`config.mk`:
```
export PLATFORM = sky130hd
export DESIGN_NAME = staged_out_unit
export DESIGN_NICKNAME = d
export VERILOG_FILES = /design/src/rtl/staged_out_pkg.sv /design/src/rtl/staged_out_ctrl.sv /design/src/rtl/staged_out_dp.sv /design/src/rtl/staged_out_unit.sv
export SDC_FILE = /design/constraint.sdc
export NUM_CORES = 1
export LEC_CHECK = 0
export BUFFER_PORTS_ARGS = -buffer_cell sky130_fd_sc_hd__buf_4
export CORE_MARGIN = 5
export CORE_UTILIZATION = 38
export CTS_BUF_LIST = sky130_fd_sc_hd__clkbuf_8
export DETAILED_ROUTE_END_ITERATION = 7
export PLACE_DENSITY_LB_ADDON = 0.05
export SLEW_MARGIN = 20
export SYNTH_ARGS = -nofsm -noshare
export SYNTH_HDL_FRONTEND = slang
export SYNTH_SLANG_ARGS = --single-unit
```
`constraint.sdc`:
```
create_clock -name clk -period 2.8 [get_ports clk]
set_clock_uncertainty 0.15 [all_clocks]
set_input_delay 0.56 -clock clk [delete_from_list [all_inputs] [get_ports clk]]
set_output_delay 0.56 -clock clk [all_outputs]
set_load 0.01 [all_outputs]
```
`src/rtl/staged_out_pkg.sv`:
```
package staged_out_pkg;
  localparam int LO_W   = 4;
  localparam int HI_W   = 2;
  localparam int OUT_W  = LO_W + HI_W;
  localparam int BYTE_W = 8;
  localparam int IDX_W  = 3;
  localparam int POS_W  = 4;

  typedef struct packed {
    logic              ldLoByte;
    logic              ldHiByte;
    logic              ldLoBit;
    logic              ldHiBit;
    logic [POS_W-1:0]  bitPos;
    logic              bitVal;
    logic [BYTE_W-1:0] wrData;
    logic              xferLo;
    logic              xferHi;
  } strobe_t;
endpackage

```
`src/rtl/staged_out_ctrl.sv`:
```
module staged_out_ctrl
  import staged_out_pkg::*;
#(
  parameter int ADDR_W  = 4,
  parameter int LO_ADDR = 0,
  parameter int HI_ADDR = 2
) (
  input  logic              modeCombined,
  input  logic [ADDR_W-1:0] busAddr,
  input  logic              busWrEn,
  input  logic              busBitOp,
  input  logic [IDX_W-1:0]  busBitIdx,
  input  logic              busBitVal,
  input  logic [BYTE_W-1:0] busWrData,
  input  logic              trigLo,
  input  logic              trigHi,
  output strobe_t           strb,
  output logic              rdHit
);
  localparam logic [ADDR_W-1:0] LoAddr = ADDR_W'(LO_ADDR);
  localparam logic [ADDR_W-1:0] HiAddr = ADDR_W'(HI_ADDR);

  logic hitLo, hitHi, byteWr, bitWr, posOk;
  logic [POS_W-1:0] pos;

  assign hitLo  = (busAddr == LoAddr);
  assign hitHi  = (busAddr == HiAddr);
  assign rdHit  = hitLo | hitHi;
  assign byteWr = busWrEn & ~busBitOp & rdHit;
  assign bitWr  = busWrEn &  busBitOp & rdHit;

  // Map the bit index into the 6-bit field position space
  always_comb begin
    if (modeCombined) begin
      pos   = POS_W'(busBitIdx);
      posOk = (POS_W'(busBitIdx) < POS_W'(OUT_W));
    end else if (hitLo) begin
      pos   = POS_W'(busBitIdx);
      posOk = (POS_W'(busBitIdx) < POS_W'(LO_W));
    end else begin
      pos   = POS_W'(busBitIdx) + POS_W'(LO_W);
      posOk = (POS_W'(busBitIdx) < POS_W'(HI_W));
    end
  end

  always_comb begin
    strb          = '0;
    strb.wrData   = busWrData;
    strb.bitVal   = busBitVal;
    strb.bitPos   = pos;
    strb.ldLoByte = byteWr & (modeCombined | hitLo);
    strb.ldHiByte = byteWr & (modeCombined | hitHi);
    strb.ldLoBit  = bitWr & posOk & (pos < POS_W'(LO_W));
    strb.ldHiBit  = bitWr & posOk & (pos >= POS_W'(LO_W));
    strb.xferLo   = trigLo;
    strb.xferHi   = modeCombined ? trigLo : trigHi;
  end
endmodule

```
`src/rtl/staged_out_dp.sv`:
```
module staged_out_dp
  import staged_out_pkg::*;
(
  input  logic              clk,
  input  logic              rstN,
  input  strobe_t           strb,
  output logic [BYTE_W-1:0] bufWord,
  output logic [OUT_W-1:0]  outQ
);
  logic [LO_W-1:0] bufLo;
  logic [HI_W-1:0] bufHi;

  for (genvar i = 0; i < LO_W; i++) begin : g_lo
    always_ff @(posedge clk) begin
      if (!rstN)                                             bufLo[i] <= 1'b0;
      else if (strb.ldLoByte)                                bufLo[i] <= strb.wrData[i];
      else if (strb.ldLoBit && strb.bitPos == POS_W'(i))     bufLo[i] <= strb.bitVal;
    end
    always_ff @(posedge clk) begin
      if (!rstN)            outQ[i] <= 1'b0;
      else if (strb.xferLo) outQ[i] <= bufLo[i];
    end
  end

  for (genvar j = 0; j < HI_W; j++) begin : g_hi
    always_ff @(posedge clk) begin
      if (!rstN)                                                bufHi[j] <= 1'b0;
      else if (strb.ldHiByte)                                   bufHi[j] <= strb.wrData[LO_W+j];
      else if (strb.ldHiBit && strb.bitPos == POS_W'(LO_W+j))   bufHi[j] <= strb.bitVal;
    end
    always_ff @(posedge clk) begin
      if (!rstN)            outQ[LO_W+j] <= 1'b0;
      else if (strb.xferHi) outQ[LO_W+j] <= bufHi[j];
    end
  end

  assign bufWord = BYTE_W'({bufHi, bufLo});

  // transfer takes the pre-edge buffer contents
  p_lo_xfer_r8: assert property (@(posedge clk) disable iff (!rstN)
    strb.xferLo |=> outQ[LO_W-1:0] == $past(bufLo));
  p_hi_xfer_r10: assert property (@(posedge clk) disable iff (!rstN)
    strb.xferHi |=> outQ[OUT_W-1:LO_W] == $past(bufHi));
  // pins are frozen without a transfer strobe
  p_pins_hold_r11: assert property (@(posedge clk) disable iff (!rstN)
    !(strb.xferLo || strb.xferHi) |=> $stable(outQ));
  // lower-only loads leave the upper buffer alone
  p_hi_untouched_r2: assert property (@(posedge clk) disable iff (!rstN)
    !(strb.ldHiByte || strb.ldHiBit) |=> $stable(bufHi));
endmodule

```
`src/rtl/staged_out_unit.sv`:
```
module staged_out_unit
  import staged_out_pkg::*;
#(
  parameter int ADDR_W  = 4,
  parameter int LO_ADDR = 0,
  parameter int HI_ADDR = 2
) (
  input  logic              clk,
  input  logic              rstN,
  input  logic              modeCombined,
  input  logic [ADDR_W-1:0] busAddr,
  input  logic              busWrEn,
  input  logic              busBitOp,
  input  logic [2:0]        busBitIdx,
  input  logic              busBitVal,
  input  logic [7:0]        busWrData,
  output logic [7:0]        busRdData,
  input  logic              trigLo,
  input  logic              trigHi,
  output logic [5:0]        pinOut
);
  strobe_t           strb;
  logic              rdHit;
  logic [BYTE_W-1:0] bufWord;

  staged_out_ctrl #(.ADDR_W(ADDR_W), .LO_ADDR(LO_ADDR), .HI_ADDR(HI_ADDR)) u_ctrl (
    .modeCombined(modeCombined), .busAddr(busAddr), .busWrEn(busWrEn),
    .busBitOp(busBitOp), .busBitIdx(busBitIdx), .busBitVal(busBitVal),
    .busWrData(busWrData), .trigLo(trigLo), .trigHi(trigHi),
    .strb(strb), .rdHit(rdHit)
  );

  staged_out_dp u_dp (
    .clk(clk), .rstN(rstN), .strb(strb), .bufWord(bufWord), .outQ(pinOut)
  );

  assign busRdData = rdHit ? bufWord : '0;

  // upper trigger alone is inert in combined layout
  p_hi_trig_inert_r9: assert property (@(posedge clk) disable iff (!rstN)
    (modeCombined && trigHi && !trigLo) |=> $stable(pinOut));
  // the two unused read bits stay clear after any write
  p_top_bits_clear_r3: assert property (@(posedge clk) disable iff (!rstN)
    busWrEn |=> busRdData[7:6] == 2'b00);
endmodule

```
==> impl_metrics.env, run 1 <==
export IMPL_place_congestion=0.766
export IMPL_clk_pin_slew_ns=0.05
export IMPL_status="complete, no violations"
export IMPL_grt_pass1_vias=694
export IMPL_ctsResizeCount=0
export IMPL_finalHoldViolCount=0
export IMPL_cts_buffers=3
export IMPL_drt_iter0_markers=7
export IMPL_critPathLaunchType="input port"
export IMPL_crit_chain="buf_4, nor3_1, nand2b_1, ha_1, or4b_4, a2111oi_4, mux2i_1, a21oi_1"
export IMPL_grt_pass1_wl_mm=3.06
export IMPL_period_needed_ns=2.51
export IMPL_antenna_found_initial=0
export IMPL_ios=37
export IMPL_stdcell_count=137
export IMPL_maxCapViolCount=0
export IMPL_cellLeakagePower_nw=0.444
export IMPL_h_tree_depth=1
export IMPL_wl_per_cell_microns=13.4
export IMPL_ys_seq_elements=12
export IMPL_cp_max_fo=3
export IMPL_vias=672
export IMPL_grt_ovfl_total=0
export IMPL_cpPeakStageDelay_ns=0.50
export IMPL_peakVddDrop_mv=0.273
export IMPL_synthCells=79
export IMPL_coreArea_sq_um=1920
export IMPL_dp_hpwl_mm=1.44
export IMPL_cts_root_buf="clkbuf_8"
export IMPL_final_nets=136
export IMPL_drive_gt1_share_pct=34.5
export IMPL_synthesis_area_sq_um=746
export IMPL_crit_arrival_ns=2.48
export IMPL_grt_total_usage_pct=14.6
export IMPL_synth_top_area_share_pct=32.2
export IMPL_drc=0
export IMPL_num_antenna_cells=0
export IMPL_finalCritPeriodShare_pct=89.8
export IMPL_p_per_area_nw_per_um2=381
export IMPL_crit_required_ns=2.77
export IMPL_max_freq_mhz=398
export IMPL_setup_tns_ns=0
export IMPL_nFillCells=181
export IMPL_cts_tree="done"
export IMPL_ys_warnings_count=0
export IMPL_hold_path_class="reg2reg"
export IMPL_start_util_pct=38.8
export IMPL_synth_seq_area_share_pct=32.2
export IMPL_antenna_left=0
export IMPL_cts_sinks=12
export IMPL_cts_hold_buffers=0
export IMPL_post_cts_buffers=0
export IMPL_clkLatencyLatePin_ns=0.24
export IMPL_syn_avg_cell_area_sq_um=9.44
export IMPL_fp_dieW_microns=54.3
export IMPL_first_pass_iters=4
export IMPL_io_buffers=32
export IMPL_place_inst=134
export IMPL_synthTopCellsByArea="dfxtp_1, mux2i_1, nor2b_1"
export IMPL_ys_types=28
export IMPL_crit_type="in2reg"
export IMPL_drv_slew=0
export IMPL_wl_mm=1.83
export IMPL_avgViaCountPerCell=4.91
export IMPL_rows=16
export IMPL_dieArea_sq_um=2950
export IMPL_cts_buffer_depth=2
export IMPL_grt_setup_unrepaired="false"
export IMPL_area_growth_pct=38.8
export IMPL_die_h_microns=54.3
export IMPL_crit_slowest_cell="or4b_4"
export IMPL_setup_viol_count_final=0
export IMPL_grt_max_degree=13
export IMPL_endpoint_kind="flip-flop"
export IMPL_synth_area_leader_cell="dfxtp_1"
kinds of logic after synthesis:
family	Yosys count	share of synthesized area [%]
AO/OA/AOI/OAI	18	17.1
adder cells (fa/ha/maj)	1	1.68
buffers and inverters	7	5.54
flip-flops	12	32.2
multiplexers	13	17.4
other	1	0.503
AND/OR/NAND/NOR	27	25.5
registers in the layout, indices dropped and copies added, names as in the netlist:
| register | cells |
|---|---|
| u_dp.bufWord | 6 |
| u_dp.outQ | 6 |
per-layer routing:
metal / up-vias / wire length, microns / global-route usage [%]
met5: - / 0 / 0
met4: 0 / 34 / 6.22
met3: 5 / 138 / 3.81
met2: 23 / 795 / 23.3
met1: 297 / 861 / 18.4
li1: 347 / - / -
critical path, delay by kind of cell:
kind                       cells  cell delay (ns)
buffers and inverters          1             0.11
adders and majority gates      1             0.32
muxes                          1             0.21
AOI/OAI and AO/OA              2             0.44
and+or+nand+nor                3             0.84
placed cells by master (no fill, tap or decap), types with 2 or more instances in the layout:
master,n
buf_4,33
mux2i_1,13
dfxtp_1,12
nor2b_1,7
and2_1,6
o21ai_0,6
a21oi_1,6
clkbuf_8,3
nor3_1,2
nand2b_1,2
o2111ai_1,2
nand4b_1,2
nand3b_1,2
conb_1,2
Yosys cell counts, drive strengths merged:
master / number
o2111ai: 2
or3: 1
nand3b: 2
clkbuf: 2
nor2b: 7
or4b: 1
conb: 1
nor4b: 1
o21ai: 6
nand2b: 2
nor4bb: 1
buf: 4
nand4b: 2
a2111oi: 1
and2: 6
dfxtp: 12
and4b: 1
nand3: 1
a211oi: 1
ha: 1
mux2i: 13
inv: 1
o21bai: 1
o211ai: 1
nor3: 2
a21oi: 6
layout make-up:
type	instances	area (sq um)	share of cell area, %
multi-input combinational	61	468	45.2
inverter	1	3.75	0.363
clock buffer	3	41.3	3.99
tap	27	33.8	3.26
sequential	12	240	23.2
timing repair buffer	33	248	23.9
metrics by stage:
step                      power, mW  setup WS (ns)  cell area [sq um]  hold WS (ns)  util (%)
final                         0.395          0.286               1030         0.370      53.8
after global routing          0.419          0.111               1030         0.409      53.8
after CTS                     0.403          0.270               1030         0.371      53.8
after detailed placement      0.241         0.0107                993         0.355      51.7
after global placement        0.240         0.0293                993         0.352      51.7
after floorplan               0.210         0.0458                751         0.346         -
power by group:
group / switching (mW) / leakage [nW] / internal [mW] / total (mW)
registers: 0.00158 / 0.0969 / 0.173 / 0.175
clock network: 0.0630 / 0.0216 / 0.0948 / 0.158
logic: 0.0282 / 0.325 / 0.0336 / 0.0619
path summary, 6_finish.rpt:
kind	start	to	slack, ns	depth (start not counted)
setup / recovery	busAddr[0]	u_dp.bufWord[4]	0.29	8
hold / removal	u_dp.outQ[2]	u_dp.outQ[2]	0.37	2
setup reg to reg	u_dp.bufWord[0]	u_dp.bufWord[0]	1.99	2
hold reg to reg	u_dp.outQ[2]	u_dp.outQ[2]	0.37	2
(Power assumes the default switching activity.)
==> inputs of run 2 (changes only) <==
Settings changed: RECOVER_POWER set to 100.
==> impl_metrics.env, run 2 (synthesis gave the netlist of run 1 again) <==
export IMPL_drt_iter0_markers=8
export IMPL_final_nets=136
export IMPL_grt_pass1_vias=694
export IMPL_coreArea_sq_um=1920
export IMPL_cp_max_fo=3
export IMPL_avgViaCountPerCell=4.96
export IMPL_ctsResizeCount=0
export IMPL_fp_dieW_microns=54.3
export IMPL_cts_buffer_depth=2
export IMPL_post_cts_buffers=0
export IMPL_top_layer_used="met4"
export IMPL_h_tree_depth=1
export IMPL_status="complete, no violations"
export IMPL_antenna_found_initial=0
export IMPL_dp_hpwl_mm=1.44
export IMPL_area_growth_pct=33.2
export IMPL_endpoint_kind="flip-flop"
export IMPL_hold_path_class="reg2reg"
export IMPL_setup_viol_count_final=0
export IMPL_drc=0
export IMPL_period_needed_ns=2.56
export IMPL_wl_met2_microns=801
export IMPL_rows=16
export IMPL_clk_pin_slew_ns=0.05
export IMPL_crit_required_ns=2.77
export IMPL_max_freq_mhz=391
export IMPL_drt_met1_wl_microns=839
export IMPL_grt_max_degree=13
export IMPL_clkLatencyLatePin_ns=0.24
export IMPL_finalHoldViolCount=0
export IMPL_drive_gt1_share_pct=24.5
export IMPL_drv_slew=0
export IMPL_wl_mm=1.82
export IMPL_cts_tree="done"
export IMPL_crit_arrival_ns=2.53
export IMPL_p_per_area_nw_per_um2=396
export IMPL_grt_setup_unrepaired="false"
export IMPL_first_pass_iters=3
export IMPL_finalCritPeriodShare_pct=91.3
export IMPL_place_congestion=0.766
export IMPL_maxCapViolCount=0
export IMPL_grt_ovfl_total=0
export IMPL_fin_util_pct=51.7
export IMPL_dieArea_sq_um=2950
export IMPL_grt_pass1_wl_mm=3.06
export IMPL_final_cell_mix="buf_4, mux2i_1, dfxtp_1, clkbuf_1, nor2b_1"
export IMPL_antenna_left=0
export IMPL_vias=679
export IMPL_grt_total_usage_pct=14.6
export IMPL_die_h_microns=54.3
export IMPL_peakVddDrop_mv=0.265
export IMPL_io_buffers=32
export IMPL_ios=37
export IMPL_wl_per_cell_microns=13.3
export IMPL_crit_type="in2reg"
export IMPL_wl_met3_microns=143
export IMPL_setup_tns_ns=0
export IMPL_layout_commonest_cell="buf_4"
export IMPL_critPathLaunchType="input port"
export IMPL_cts_root_buf="clkbuf_8"
export IMPL_cts_hold_buffers=0
export IMPL_cellLeakagePower_nw=0.397
export IMPL_cts_sinks=12
export IMPL_num_antenna_cells=0
export IMPL_start_util_pct=38.8
export IMPL_cts_buffers=3
==> run 2: path summary, 6_finish.rpt <==
check / startpoint / end / slack (ns) / cells past startpoint
setup reg to reg: u_dp.bufWord[0] / u_dp.bufWord[0] / 1.99 / 2
hold / removal: u_dp.outQ[4] / u_dp.outQ[4] / 0.37 / 2
setup / recovery: busAddr[0] / u_dp.bufWord[4] / 0.24 / 8
hold reg to reg: u_dp.outQ[4] / u_dp.outQ[4] / 0.37 / 2
==> run 2: per-layer routing <==
metal / track usage, % / vias to the layer above
li1: - / 348
met1: 18.4 / 303
met2: 23.3 / 23
met3: 3.81 / 5
met4: 6.22 / 0
met5: 0 / -
==> run 2: final cells by class <==
cell class | instances | area, sq um
Clock buffer | 3 | 41.3
Fill cell | 195 | 928
Inverter | 1 | 3.75
Multi-Input combinational cell | 61 | 464
Sequential cell | 12 | 240
Tap cell | 27 | 33.8
Timing Repair Buffer | 33 | 210
==> run 2: power breakdown <==
group | switching [mW] | internal [mW] | leakage [nW]
sequential | 0.00158 | 0.173 | 0.0969
combinational | 0.0279 | 0.0314 | 0.279
clock | 0.0639 | 0.0949 | 0.0216
total | 0.0933 | 0.300 | 0.397
==> run 2: critical path: stages <==
cell and delay (ns):
clkbuf_4 0.11, nor3_1 0.25, nand2b_1 0.09, ha_1 0.32, or4b_1 0.52, a2111oi_4 0.38
mux2i_1 0.21, a21oi_1 0.08
==> run 2: per-stage QoR <==
| stage | total power, mW | hold WS [ns] | std cells | instance area (sq um) | worst slack [ns] |
|---|---|---|---|---|---|
| floorplan | 0.210 | 0.346 | 80 | 751 | 0.0458 |
| global placement | 0.240 | 0.352 | 134 | 993 | 0.0293 |
| detailed placement | 0.241 | 0.355 | 134 | 993 | 0.0107 |
| CTS | 0.403 | 0.371 | 137 | 1030 | 0.270 |
| global route | 0.416 | 0.404 | 137 | 993 | 0.0718 |
| finish | 0.393 | 0.366 | 137 | 993 | 0.244 |
==> inputs of run 3 (changes only) <==
Settings changed: CTS_BUF_LIST sky130_fd_sc_hd__clkbuf_8 to not set, REMOVE_ABC_BUFFERS set to 1.
==> impl_metrics.env, run 3 (synthesis gave the netlist of run 1 again) <==
export IMPL_finalCritPeriodShare_pct=92.1
export IMPL_cts_hold_buffers=0
export IMPL_layout_commonest_cell="buf_4"
export IMPL_crit_arrival_ns=2.57
export IMPL_fp_dieW_microns=54.3
export IMPL_grt_pass1_wl_mm=2.63
export IMPL_place_congestion=0.815
export IMPL_endpoint_kind="flip-flop"
export IMPL_drt_iter0_markers=1
export IMPL_setup_viol_count_final=0
export IMPL_rows=16
export IMPL_h_tree_depth=1
export IMPL_grt_ovfl_total=0
export IMPL_dp_hpwl_mm=1.36
export IMPL_crit_type="in2reg"
export IMPL_dieArea_sq_um=2950
export IMPL_r2r_cells=2
export IMPL_cellLeakagePower_nw=0.393
export IMPL_final_cell_mix="buf_4, mux2i_1, dfxtp_1, clkbuf_1, nor2b_1"
export IMPL_die_h_microns=54.3
export IMPL_drive_gt1_share_pct=25.5
export IMPL_cp_max_fo=3
export IMPL_hold_path_depth=2
export IMPL_p_per_area_nw_per_um2=346
export IMPL_grt_max_degree=13
export IMPL_nFillCells=216
export IMPL_coreArea_sq_um=1920
export IMPL_wl_mm=1.67
export IMPL_wl_per_cell_microns=12.2
export IMPL_ctsResizeCount=0
export IMPL_num_antenna_cells=0
export IMPL_multi_input_area_sq_um=452
export IMPL_crit_chain="clkbuf_4, nor3_1, nand2b_1, ha_1, or4b_1, a2111oi_2, mux2i_1, a21oi_1"
export IMPL_antenna_left=0
export IMPL_ios=37
export IMPL_first_pass_iters=2
export IMPL_cts_sinks=12
export IMPL_max_freq_mhz=388
export IMPL_cts_root_buf="clkbuf_4"
export IMPL_antenna_found_initial=0
export IMPL_finalHoldViolCount=0
export IMPL_drc=0
export IMPL_cts_buffer_depth=2
export IMPL_crit_slowest_cell="or4b_1"
export IMPL_avgViaCountPerCell=4.99
export IMPL_grt_setup_unrepaired="false"
export IMPL_clkLatencyLatePin_ns=0.26
export IMPL_start_util_pct=38.8
export IMPL_drv_slew=0
export IMPL_setup_tns_ns=0
export IMPL_grt_pass1_vias=607
export IMPL_clk_pin_slew_ns=0.07
export IMPL_post_cts_buffers=0
export IMPL_maxCapViolCount=0
export IMPL_crit_required_ns=2.79
export IMPL_vias=684
export IMPL_io_buffers=32
export IMPL_cts_tree="done"
export IMPL_cpPeakStageDelay_ns=0.49
export IMPL_grt_total_usage_pct=12.3
export IMPL_period_needed_ns=2.58
export IMPL_hold_path_class="reg2reg"
export IMPL_seqCellArea_sq_um=240
export IMPL_critPathLaunchType="input port"
export IMPL_peakVddDrop_mv=0.270
export IMPL_area_growth_pct=29.5
export IMPL_holdWs_ns=0.368
export IMPL_cts_buffers=3
export IMPL_final_nets=136
export IMPL_status="complete, no violations"
run 3: changes by cell type in the layout (fill, tap and decap cells not counted):
| cell | previous run | this run |
|---|---|---|
| clkbuf_4 | 1 | 4 |
| buf_4 | 22 | 23 |
| and2_1 | 3 | 2 |
| clkbuf_1 | 10 | 9 |
| a2111oi_2 | 0 | 1 |
| a2111oi_4 | 1 | 0 |
| clkbuf_8 | 3 | 0 |
| and2_0 | 3 | 4 |
run 3: cell type report:
cell class	count	area share, %
timing repair buffer	33	22.2
clock buffer	3	2.33
inverter	1	0.389
multi-input combinational	61	46.8
sequential	12	24.9
tap	27	3.50
run 3: power breakdown:
group	internal (mW)	switching, mW	total [mW]
registers	0.173	0.00147	0.174
logic	0.0312	0.0270	0.0581
clock network	0.0497	0.0518	0.102
total	0.254	0.0802	0.334
run 3: worst paths after layout:
check / startpoint / endpoint / slack [ns]
max reg2reg: u_dp.bufWord[5] / u_dp.bufWord[5] / 2.00
max: busAddr[0] / u_dp.bufWord[4] / 0.22
min: u_dp.outQ[4] / u_dp.outQ[4] / 0.37
min reg2reg: u_dp.outQ[4] / u_dp.outQ[4] / 0.37
run 3: metal layers:
layer	wire (microns)	track usage, %	part of all wire, %	vias to the layer above
met5	0	0	0	-
met4	0	1.24	0	0
met3	123	5.18	7.4	0
met2	809	21.3	48	22
met1	738	14.6	44	311
li1	-	-	-	351
run 3: metrics by stage:
step                      utilization [%]  worst slack (ns)  total power, mW  instances  instance area [sq um]
after floorplan                         -            -0.158            0.203         74                    712
after global placement               51.7            0.0175            0.240        134                    993
after detailed placement             51.7          -0.00457            0.241        134                    993
after CTS                            52.9             0.289            0.345        137                   1020
after global routing                 50.3             0.127            0.357        137                    966
final                                50.3             0.222            0.334        137                    966
run 3: critical path, delay by kind of cell:
| family | cells | cell delay [ns] |
|---|---|---|
| AOI/OAI and AO/OA | 2 | 0.55 |
| adders and majority gates | 1 | 0.31 |
| muxes | 1 | 0.23 |
| and+or+nand+nor | 3 | 0.82 |
| buffers and inverters | 1 | 0.11 |
